### src/rtl/desc_walker_pkg.sv
package desc_walker_pkg;

  localparam int DescWidth = 64;

  typedef enum logic [1:0] {
    KIND_INVALID = 2'd0,
    KIND_TABLE   = 2'd1,
    KIND_BLOCK   = 2'd2,
    KIND_PAGE    = 2'd3
  } descKind_e;

  typedef enum logic [1:0] {
    ST_IDLE  = 2'd0,
    ST_ISSUE = 2'd1,
    ST_WAIT  = 2'd2,
    ST_DONE  = 2'd3
  } walkState_e;

  // strobes from control to datapath
  typedef struct packed {
    logic load;    // capture a new request
    logic step;    // descend through a table descriptor
    logic finish;  // capture a leaf or a fault
  } walkStrobe_t;

  // granule code to log2 of the granule size
  function automatic logic [4:0] granuleBits(input logic [1:0] sel);
    case (sel)
      2'd1:    return 5'd14;
      2'd2:    return 5'd16;
      default: return 5'd12;
    endcase
  endfunction

endpackage

### src/rtl/desc_walker_ctrl.sv
module desc_walker_ctrl
  import desc_walker_pkg::*;
(
  input  logic        clk,
  input  logic        rstN,
  input  logic        reqValid,
  input  logic        memRspValid,
  input  descKind_e   descKind,
  output walkStrobe_t strobe,
  output logic        walkBusy,
  output logic        memReqValid,
  output logic        doneValid
);

  walkState_e stateQ, stateD;

  always_comb begin
    strobe        = '0;
    stateD        = stateQ;
    strobe.load   = (stateQ == ST_IDLE) && reqValid;
    strobe.step   = (stateQ == ST_WAIT) && memRspValid && (descKind == KIND_TABLE);
    strobe.finish = (stateQ == ST_WAIT) && memRspValid && (descKind != KIND_TABLE);
    case (stateQ)
      ST_IDLE:  if (reqValid) stateD = ST_ISSUE;
      ST_ISSUE: stateD = ST_WAIT;
      ST_WAIT: begin
        if (memRspValid) stateD = (descKind == KIND_TABLE) ? ST_ISSUE : ST_DONE;
      end
      default:  stateD = ST_IDLE;
    endcase
  end

  always_ff @(posedge clk or negedge rstN) begin
    if (!rstN) stateQ <= ST_IDLE;
    else       stateQ <= stateD;
  end

  assign walkBusy    = (stateQ != ST_IDLE);
  assign memReqValid = (stateQ == ST_ISSUE);
  assign doneValid   = (stateQ == ST_DONE);

  // a read strobe never lasts longer than one cycle
  assert_single_read_R2: assert property (@(posedge clk) disable iff (!rstN)
    memReqValid |=> !memReqValid);

  // the first read follows the accepted request directly
  assert_load_issues_R2: assert property (@(posedge clk) disable iff (!rstN)
    strobe.load |=> memReqValid);

  // completion returns the walker to idle
  assert_done_frees_R1: assert property (@(posedge clk) disable iff (!rstN)
    doneValid |=> !walkBusy);

endmodule

### src/rtl/desc_walker_dpath.sv
module desc_walker_dpath
  import desc_walker_pkg::*;
#(
  parameter int VA_WIDTH = 48,
  parameter int PA_WIDTH = 48
) (
  input  logic                  clk,
  input  logic                  rstN,
  input  walkStrobe_t           strobe,
  input  logic [VA_WIDTH-1:0]   reqVa,
  input  logic [PA_WIDTH-1:0]   reqTableBase,
  input  logic [1:0]            reqGranule,
  input  logic [1:0]            reqStartLevel,
  input  logic                  reqSecure,
  input  logic                  reqElHigh,
  input  logic [DescWidth-1:0]  memRspData,
  output descKind_e             descKind,
  output logic [PA_WIDTH-1:0]   memReqAddr,
  output logic                  doneFault,
  output logic [1:0]            doneLevel,
  output logic [PA_WIDTH-1:0]   donePa,
  output logic [5:0]            doneOffsetBits,
  output logic                  doneXn,
  output logic                  donePxn,
  output logic                  doneContig,
  output logic                  doneGlobal,
  output logic                  doneAf,
  output logic [1:0]            doneSh,
  output logic [1:0]            doneAp,
  output logic                  doneSecure,
  output logic [2:0]            doneAttrIdx
);

  localparam int ExtWidth = 64;

  // walk context
  logic [VA_WIDTH-1:0] vaQ;
  logic [1:0]          granQ;
  logic [1:0]          levelQ;
  logic                secureQ;
  logic                elHighQ;
  logic [PA_WIDTH-1:0] descAddrQ;
  // restrictions gathered from table descriptors
  logic xnTQ, pxnTQ, nsTQ, readOnlyTQ, noUserTQ;

  // byte offset of the descriptor selected by va at a level
  function automatic logic [ExtWidth-1:0] indexOffset(
      input logic [ExtWidth-1:0] va, input logic [1:0] gran, input logic [1:0] lvl);
    logic [4:0] gb;
    logic [4:0] st;
    logic [6:0] lo;
    logic [ExtWidth-1:0] mask;
    gb   = granuleBits(gran);
    st   = gb - 5'd3;
    lo   = 7'(st) * 7'(2'd3 - lvl) + 7'(gb);
    mask = (ExtWidth'(1) << st) - ExtWidth'(1);
    return ((va >> lo) & mask) << 3;
  endfunction

  logic [4:0]          gBits;
  logic [PA_WIDTH-1:0] rspAddr;
  logic [PA_WIDTH-1:0] granMask;
  logic [PA_WIDTH-1:0] nextAddr;
  logic [PA_WIDTH-1:0] firstAddr;
  logic                blockLegal;
  logic [5:0]          leafBits;
  logic [PA_WIDTH-1:0] leafMask;
  logic [PA_WIDTH-1:0] leafPa;
  logic [1:0]          nextLevel;

  always_comb begin
    gBits     = granuleBits(granQ);
    rspAddr   = memRspData[PA_WIDTH-1:0];
    granMask  = (PA_WIDTH'(1) << gBits) - PA_WIDTH'(1);
    nextLevel = levelQ + 2'd1;
    nextAddr  = (rspAddr & ~granMask)
              | PA_WIDTH'(indexOffset(ExtWidth'(vaQ), granQ, nextLevel));
    firstAddr = reqTableBase
              | PA_WIDTH'(indexOffset(ExtWidth'(reqVa), reqGranule, reqStartLevel));

    // block legality depends on granule and level
    if (granQ == 2'd1 || granQ == 2'd2) blockLegal = (levelQ == 2'd2);
    else                                blockLegal = (levelQ == 2'd1) || (levelQ == 2'd2);

    case (memRspData[1:0])
      2'b11:   descKind = (levelQ == 2'd3) ? KIND_PAGE : KIND_TABLE;
      2'b01:   descKind = blockLegal ? KIND_BLOCK : KIND_INVALID;
      default: descKind = KIND_INVALID;
    endcase

    // offset width of the leaf
    if (descKind == KIND_PAGE) begin
      leafBits = 6'(gBits);
    end else begin
      case (granQ)
        2'd1:    leafBits = 6'd25;
        2'd2:    leafBits = 6'd29;
        default: leafBits = (levelQ == 2'd1) ? 6'd30 : 6'd21;
      endcase
    end
    leafMask = (PA_WIDTH'(1) << leafBits) - PA_WIDTH'(1);
    leafPa   = (rspAddr & ~leafMask) | (PA_WIDTH'(vaQ) & leafMask);
  end

  assign memReqAddr = descAddrQ;

  always_ff @(posedge clk or negedge rstN) begin
    if (!rstN) begin
      vaQ            <= '0;
      granQ          <= '0;
      levelQ         <= '0;
      secureQ        <= 1'b0;
      elHighQ        <= 1'b0;
      descAddrQ      <= '0;
      xnTQ           <= 1'b0;
      pxnTQ          <= 1'b0;
      nsTQ           <= 1'b0;
      readOnlyTQ     <= 1'b0;
      noUserTQ       <= 1'b0;
      doneFault      <= 1'b0;
      doneLevel      <= '0;
      donePa         <= '0;
      doneOffsetBits <= '0;
      doneXn         <= 1'b0;
      donePxn        <= 1'b0;
      doneContig     <= 1'b0;
      doneGlobal     <= 1'b0;
      doneAf         <= 1'b0;
      doneSh         <= '0;
      doneAp         <= '0;
      doneSecure     <= 1'b0;
      doneAttrIdx    <= '0;
    end else begin
      if (strobe.load) begin
        vaQ        <= reqVa;
        granQ      <= reqGranule;
        levelQ     <= reqStartLevel;
        secureQ    <= reqSecure;
        elHighQ    <= reqElHigh;
        descAddrQ  <= firstAddr;
        xnTQ       <= 1'b0;
        pxnTQ      <= 1'b0;
        nsTQ       <= 1'b0;
        readOnlyTQ <= 1'b0;
        noUserTQ   <= 1'b0;
      end else if (strobe.step) begin
        levelQ     <= nextLevel;
        descAddrQ  <= nextAddr;
        nsTQ       <= nsTQ       | memRspData[63];
        readOnlyTQ <= readOnlyTQ | memRspData[62];
        noUserTQ   <= noUserTQ   | memRspData[61];
        xnTQ       <= xnTQ       | memRspData[60];
        pxnTQ      <= pxnTQ      | memRspData[59];
      end
      if (strobe.finish) begin
        doneLevel <= levelQ;
        if (descKind == KIND_INVALID) begin
          doneFault      <= 1'b1;
          donePa         <= '0;
          doneOffsetBits <= '0;
          doneXn         <= 1'b0;
          donePxn        <= 1'b0;
          doneContig     <= 1'b0;
          doneGlobal     <= 1'b0;
          doneAf         <= 1'b0;
          doneSh         <= '0;
          doneAp         <= '0;
          doneSecure     <= 1'b0;
          doneAttrIdx    <= '0;
        end else begin
          doneFault      <= 1'b0;
          donePa         <= leafPa;
          doneOffsetBits <= leafBits;
          doneXn         <= memRspData[54] | xnTQ;
          donePxn        <= memRspData[53] | pxnTQ;
          doneContig     <= memRspData[52];
          doneGlobal     <= elHighQ | ~memRspData[11];
          doneAf         <= memRspData[10];
          doneSh         <= memRspData[9:8];
          doneAp         <= {memRspData[7] | readOnlyTQ, memRspData[6] & ~noUserTQ};
          doneSecure     <= secureQ & ~nsTQ & ~memRspData[5];
          doneAttrIdx    <= memRspData[4:2];
        end
      end
    end
  end

  // a table is never taken at the last level, so the level never wraps
  assert_no_table_at_last_R4: assert property (@(posedge clk) disable iff (!rstN)
    strobe.step |-> levelQ != 2'd3);

  assert_level_advance_R3: assert property (@(posedge clk) disable iff (!rstN)
    strobe.step |=> levelQ == $past(levelQ) + 2'd1);

  assert_xn_sticky_R8: assert property (@(posedge clk) disable iff (!rstN)
    (strobe.finish && xnTQ) |=> (doneFault || doneXn));

  assert_read_only_sticky_R9: assert property (@(posedge clk) disable iff (!rstN)
    (strobe.finish && readOnlyTQ) |=> (doneFault || doneAp[1]));

  assert_high_el_global_R10: assert property (@(posedge clk) disable iff (!rstN)
    (strobe.finish && elHighQ) |=> (doneFault || doneGlobal));

  assert_fault_level_R12: assert property (@(posedge clk) disable iff (!rstN)
    strobe.finish |=> doneLevel == $past(levelQ));

endmodule

### src/rtl/desc_walker.sv
module desc_walker
  import desc_walker_pkg::*;
#(
  parameter int VA_WIDTH = 48,
  parameter int PA_WIDTH = 48
) (
  input  logic                 clk,
  input  logic                 rstN,
  input  logic                 reqValid,
  input  logic [VA_WIDTH-1:0]  reqVa,
  input  logic [PA_WIDTH-1:0]  reqTableBase,
  input  logic [1:0]           reqGranule,
  input  logic [1:0]           reqStartLevel,
  input  logic                 reqSecure,
  input  logic                 reqElHigh,
  output logic                 walkBusy,
  output logic                 memReqValid,
  output logic [PA_WIDTH-1:0]  memReqAddr,
  input  logic                 memRspValid,
  input  logic [63:0]          memRspData,
  output logic                 doneValid,
  output logic                 doneFault,
  output logic [1:0]           doneLevel,
  output logic [PA_WIDTH-1:0]  donePa,
  output logic [5:0]           doneOffsetBits,
  output logic                 doneXn,
  output logic                 donePxn,
  output logic                 doneContig,
  output logic                 doneGlobal,
  output logic                 doneAf,
  output logic [1:0]           doneSh,
  output logic [1:0]           doneAp,
  output logic                 doneSecure,
  output logic [2:0]           doneAttrIdx
);

  walkStrobe_t strobe;
  descKind_e   descKind;

  desc_walker_ctrl uCtrl (
    .clk         (clk),
    .rstN        (rstN),
    .reqValid    (reqValid),
    .memRspValid (memRspValid),
    .descKind    (descKind),
    .strobe      (strobe),
    .walkBusy    (walkBusy),
    .memReqValid (memReqValid),
    .doneValid   (doneValid)
  );

  desc_walker_dpath #(
    .VA_WIDTH (VA_WIDTH),
    .PA_WIDTH (PA_WIDTH)
  ) uDpath (
    .clk            (clk),
    .rstN           (rstN),
    .strobe         (strobe),
    .reqVa          (reqVa),
    .reqTableBase   (reqTableBase),
    .reqGranule     (reqGranule),
    .reqStartLevel  (reqStartLevel),
    .reqSecure      (reqSecure),
    .reqElHigh      (reqElHigh),
    .memRspData     (memRspData),
    .descKind       (descKind),
    .memReqAddr     (memReqAddr),
    .doneFault      (doneFault),
    .doneLevel      (doneLevel),
    .donePa         (donePa),
    .doneOffsetBits (doneOffsetBits),
    .doneXn         (doneXn),
    .donePxn        (donePxn),
    .doneContig     (doneContig),
    .doneGlobal     (doneGlobal),
    .doneAf         (doneAf),
    .doneSh         (doneSh),
    .doneAp         (doneAp),
    .doneSecure     (doneSecure),
    .doneAttrIdx    (doneAttrIdx)
  );

endmodule

### config.mk
export PLATFORM = sky130hd
export DESIGN_NAME = desc_walker
export DESIGN_NICKNAME = d
export VERILOG_FILES = /design/src/rtl/desc_walker_pkg.sv /design/src/rtl/desc_walker_ctrl.sv /design/src/rtl/desc_walker_dpath.sv /design/src/rtl/desc_walker.sv
export SDC_FILE = /design/constraint.sdc
export NUM_CORES = 1
export LEC_CHECK = 0
export CAP_MARGIN = 10
export CORE_ASPECT_RATIO = 1.2
export CORE_MARGIN = 2
export CORE_UTILIZATION = 40
export DETAILED_ROUTE_END_ITERATION = 10
export HOLD_SLACK_MARGIN = 0.1
export PLACE_DENSITY = 0.64
export RECOVER_POWER = 50
export SLEW_MARGIN = 0
export SYNTH_ARGS = -nofsm -noshare
export SYNTH_HDL_FRONTEND = slang
export SYNTH_SLANG_ARGS = --single-unit
### constraint.sdc
create_clock -name clk -period 5.66 [get_ports clk]
set_input_delay 0.849 -clock clk [delete_from_list [all_inputs] [get_ports clk]]
set_output_delay 0.849 -clock clk [all_outputs]
set_load 0.03 [all_outputs]
==> results of run 1 <==
## final timing paths
kind / start / end / slack, ns / cells after the start
max: reqGranule[1] / uDpath.memReqAddr[7] / 0.55 / 18
min: uDpath.doneGlobal / uDpath.doneGlobal / 0.48 / 2
max reg2reg: uDpath.levelQ[0] / uDpath.memReqAddr[13] / 0.99 / 10
min reg2reg: uDpath.doneGlobal / uDpath.doneGlobal / 0.48 / 2
max in group asynchronous: rstN / uDpath.memReqAddr[46] / 1.16 / 2
min in group asynchronous: rstN / uDpath.vaQ[0] / 1.48 / 1
## layout make-up
type | count | area [um2]
fillers | 3458 | 17900
multi-input cells | 1253 | 9650
flip-flops and latches | 178 | 4450
repair buffers | 352 | 3360
well taps | 474 | 593
clock buffers | 17 | 425
inverters | 51 | 191
clock inverters | 15 | 161
## metal layers
layer / track usage (%) / up-vias / wire (um)
li1: - / 6476 / -
met1: 45.2 / 7302 / 27300
met2: 50.8 / 776 / 29300
met3: 6.32 / 136 / 5040
met4: 17.7 / 2 / 3720
met5: 0 / - / 8
## cell families after synthesis
| logic type | after synthesis |
|---|---|
| AO/OA/AOI/OAI | 370 |
| XOR/XNOR | 8 |
| adder cells (fa/ha/maj) | 40 |
| buffers and inverters | 181 |
| flip-flops | 178 |
| multiplexers | 272 |
| other | 2 |
| AND/OR/NAND/NOR | 559 |
## stage by stage
| step | setup slack, ns | hold slack (ns) | area (um2) | util, % | cells |
|---|---|---|---|---|---|
| after floorplan | 0.671 | 0.446 | 14900 | - | 1612 |
| after global placement | 0.209 | 0.464 | 18300 | 49.8 | 2308 |
| after detailed placement | 0.152 | 0.470 | 18300 | 49.8 | 2308 |
| after CTS | 0.647 | 0.357 | 18900 | 51.4 | 2340 |
| after global routing | 0.388 | 0.499 | 18800 | 51.3 | 2340 |
| final | 0.553 | 0.477 | 18800 | 51.3 | 2340 |
## synth_stat cells, types with 18 or more instances
cell type  number
a22o_1         39
a22oi_1        18
mux2i_1       134
o22ai_1        30
mux2_2         41
dfrtp_1       178
buf_2          26
inv_1          44
mux4_2         83
nand3_1        34
nand2_1       285
a21oi_1        61
o211ai_1       18
o21ai_0        73
clkbuf_1       72
ha_1           30
nor2_1        128
nor3_1         28
## flip-flops by register name (all words and copies together) (netlist names), 2 cells and up
name                   flops
uDpath.granQ               2
uDpath.vaQ                48
uDpath.doneAp              2
uCtrl.stateQ               2
uDpath.doneOffsetBits      5
uDpath.doneLevel           2
uDpath.doneSh              2
uDpath.levelQ              2
uDpath.memReqAddr         48
uDpath.doneAttrIdx         3
uDpath.donePa             48
## cells in the final DEF, fill, tap and decap left out, types with 57 or more instances in the layout
| cell | synthesis | routed |
|---|---|---|
| clkdlybuf4s50_1 | 0 | 222 |
| dlygate4sd3_1 | 0 | 57 |
| nor2_1 | 128 | 126 |
| mux2i_1 | 134 | 134 |
| buf_4 | 8 | 64 |
| dfrtp_1 | 178 | 178 |
| a21oi_1 | 61 | 61 |
| mux4_2 | 83 | 83 |
| o21ai_0 | 73 | 73 |
| nand2_1 | 285 | 284 |
## worst reg2reg max path, cell delays in order (launching register included)
cell and delay [ns]:
dfrtp_1 0.39, inv_2 0.19, ha_1 0.39, fa_4 1.33
buf_4 0.42, mux4_2 0.59, mux2i_1 0.37, nand2_1 0.14
o21ai_0 0.26, a221o_1 0.34, o311ai_1 0.13
==> run metrics, run 1 <==
chip width 180 um; Worst Path Class, Setup in2reg; vias per inst 6.28; core area 36700 um2; Crit-path slowest cell fa_1; simple-gate share of the synthesized area 16.4%; most used cell, CP inv_1; CP Max Fanout 27; post-route clock skew 0.0212 ns; Syn. warnings 0; via count 14700; Reg clk slew, reported paths 0.07 ns; Yosys top cell area share 30.0%; CP top delay family adder cells; PortBufs 281; first-pass GRT wire length 96400 um; area delta synth->final 26.6%; Synth area leaders dfrtp_1, mux4_2, mux2i_1; Final period util 90.2%; RSZ-0062 raised after global routing no; drt first pass iters 6; post-DR wirelength/cell 27.9 um; Mean Syn Cell Area 9.24 um2; measured slew at the worst slew-check pin 3.28 ns; clock tree buffer depth 2; largest net degree at the start of global routing 71; Post-synth EDFFs 0; height of the die 215 um; vias in the first global route 14400; Pins Over Slew Limit 170; MaxCap Viol Count 3; Syn Inst Count 1610; CTS Buf Count 17; final count of hold timing violations 0; Initial Util 40.5%; Yosys cell types 87; Seq/Total Area, Yosys 30.0%; run status finished, violations left; Top-Level Pins 291; Buf+Inv Stages, Crit Path 7; Hold-fix buffers, CTS 0; Fmax 196 MHz; FFs w/ async S/R, synth 100%; synthesized cell area 14900 um2; post-synth top area cell dfrtp_1; failing checks capacitance limit, slew limit; initial antenna violation count 1; ys flop type dfrtp_1; H-tree Lvls 4; drc violations 0; mux contribution to synthesized area 26.8%; RePlAce Congestion 0.999; hpwl dp 51300 um; Remaining Overflow, GRT 0; GRT Util Overall 33.4%; largest family of logic cells by synthesized area multiplexers; worst path cell trace clkdlybuf4s50_1, inv_1, ha_1, nand2_1, nor2_1, ha_1, inv_1, fa_1, inv_1, ha_1, inv_1, fa_1, buf_12, nand2_1, a2111oi_0, buf_4, or4_1, nand4_1; final setup violation count 0; Clk Latency, worst-skew pair 0.47 ns; CTS sink cnt 178; Rel. slew slack -119%; Worst EP required 5.98 ns; Iteration-0 DRC Markers 1276; share of cells above drive strength 1 13.3%; Routed Antenna Nets 0; post-CTS sizing 0; fin nets 2063; Setup TNS 0 ns; clk root buf clkbuf_16; Worst Setup End Kind flip-flop; Compound-Gate Fraction of Synth Area 17.0%; #FFs+latches synth 178; CTS tree built; FP Rows 77; worst path arrival time 5.43 ns; die area 38700 um2; Post-CTS Setup Repair Bufs 0; XOR/XNOR share of the synthesized area 0.471%; kind of start point of the critical path input port; final WL 65300 um; post-synthesis adder-cell area fraction 3.87%; minimum clock period 5.11 ns; ant diodes 0; worst min-delay path category reg2reg; max incr delay on CP 0.66 ns
Power of run 1 is left out: the tool's default activity adds up to more than one toggle a clock period on the data nets, which glitch-free logic cannot reach.
==> inputs of run 2 (changes only) <==
SLEW_MARGIN = not set   (was 0)
==> results of run 2 <==
No change in the layout: final DEF, timing and power equal those of run 1.
Power of run 2 is left out for the same reason.
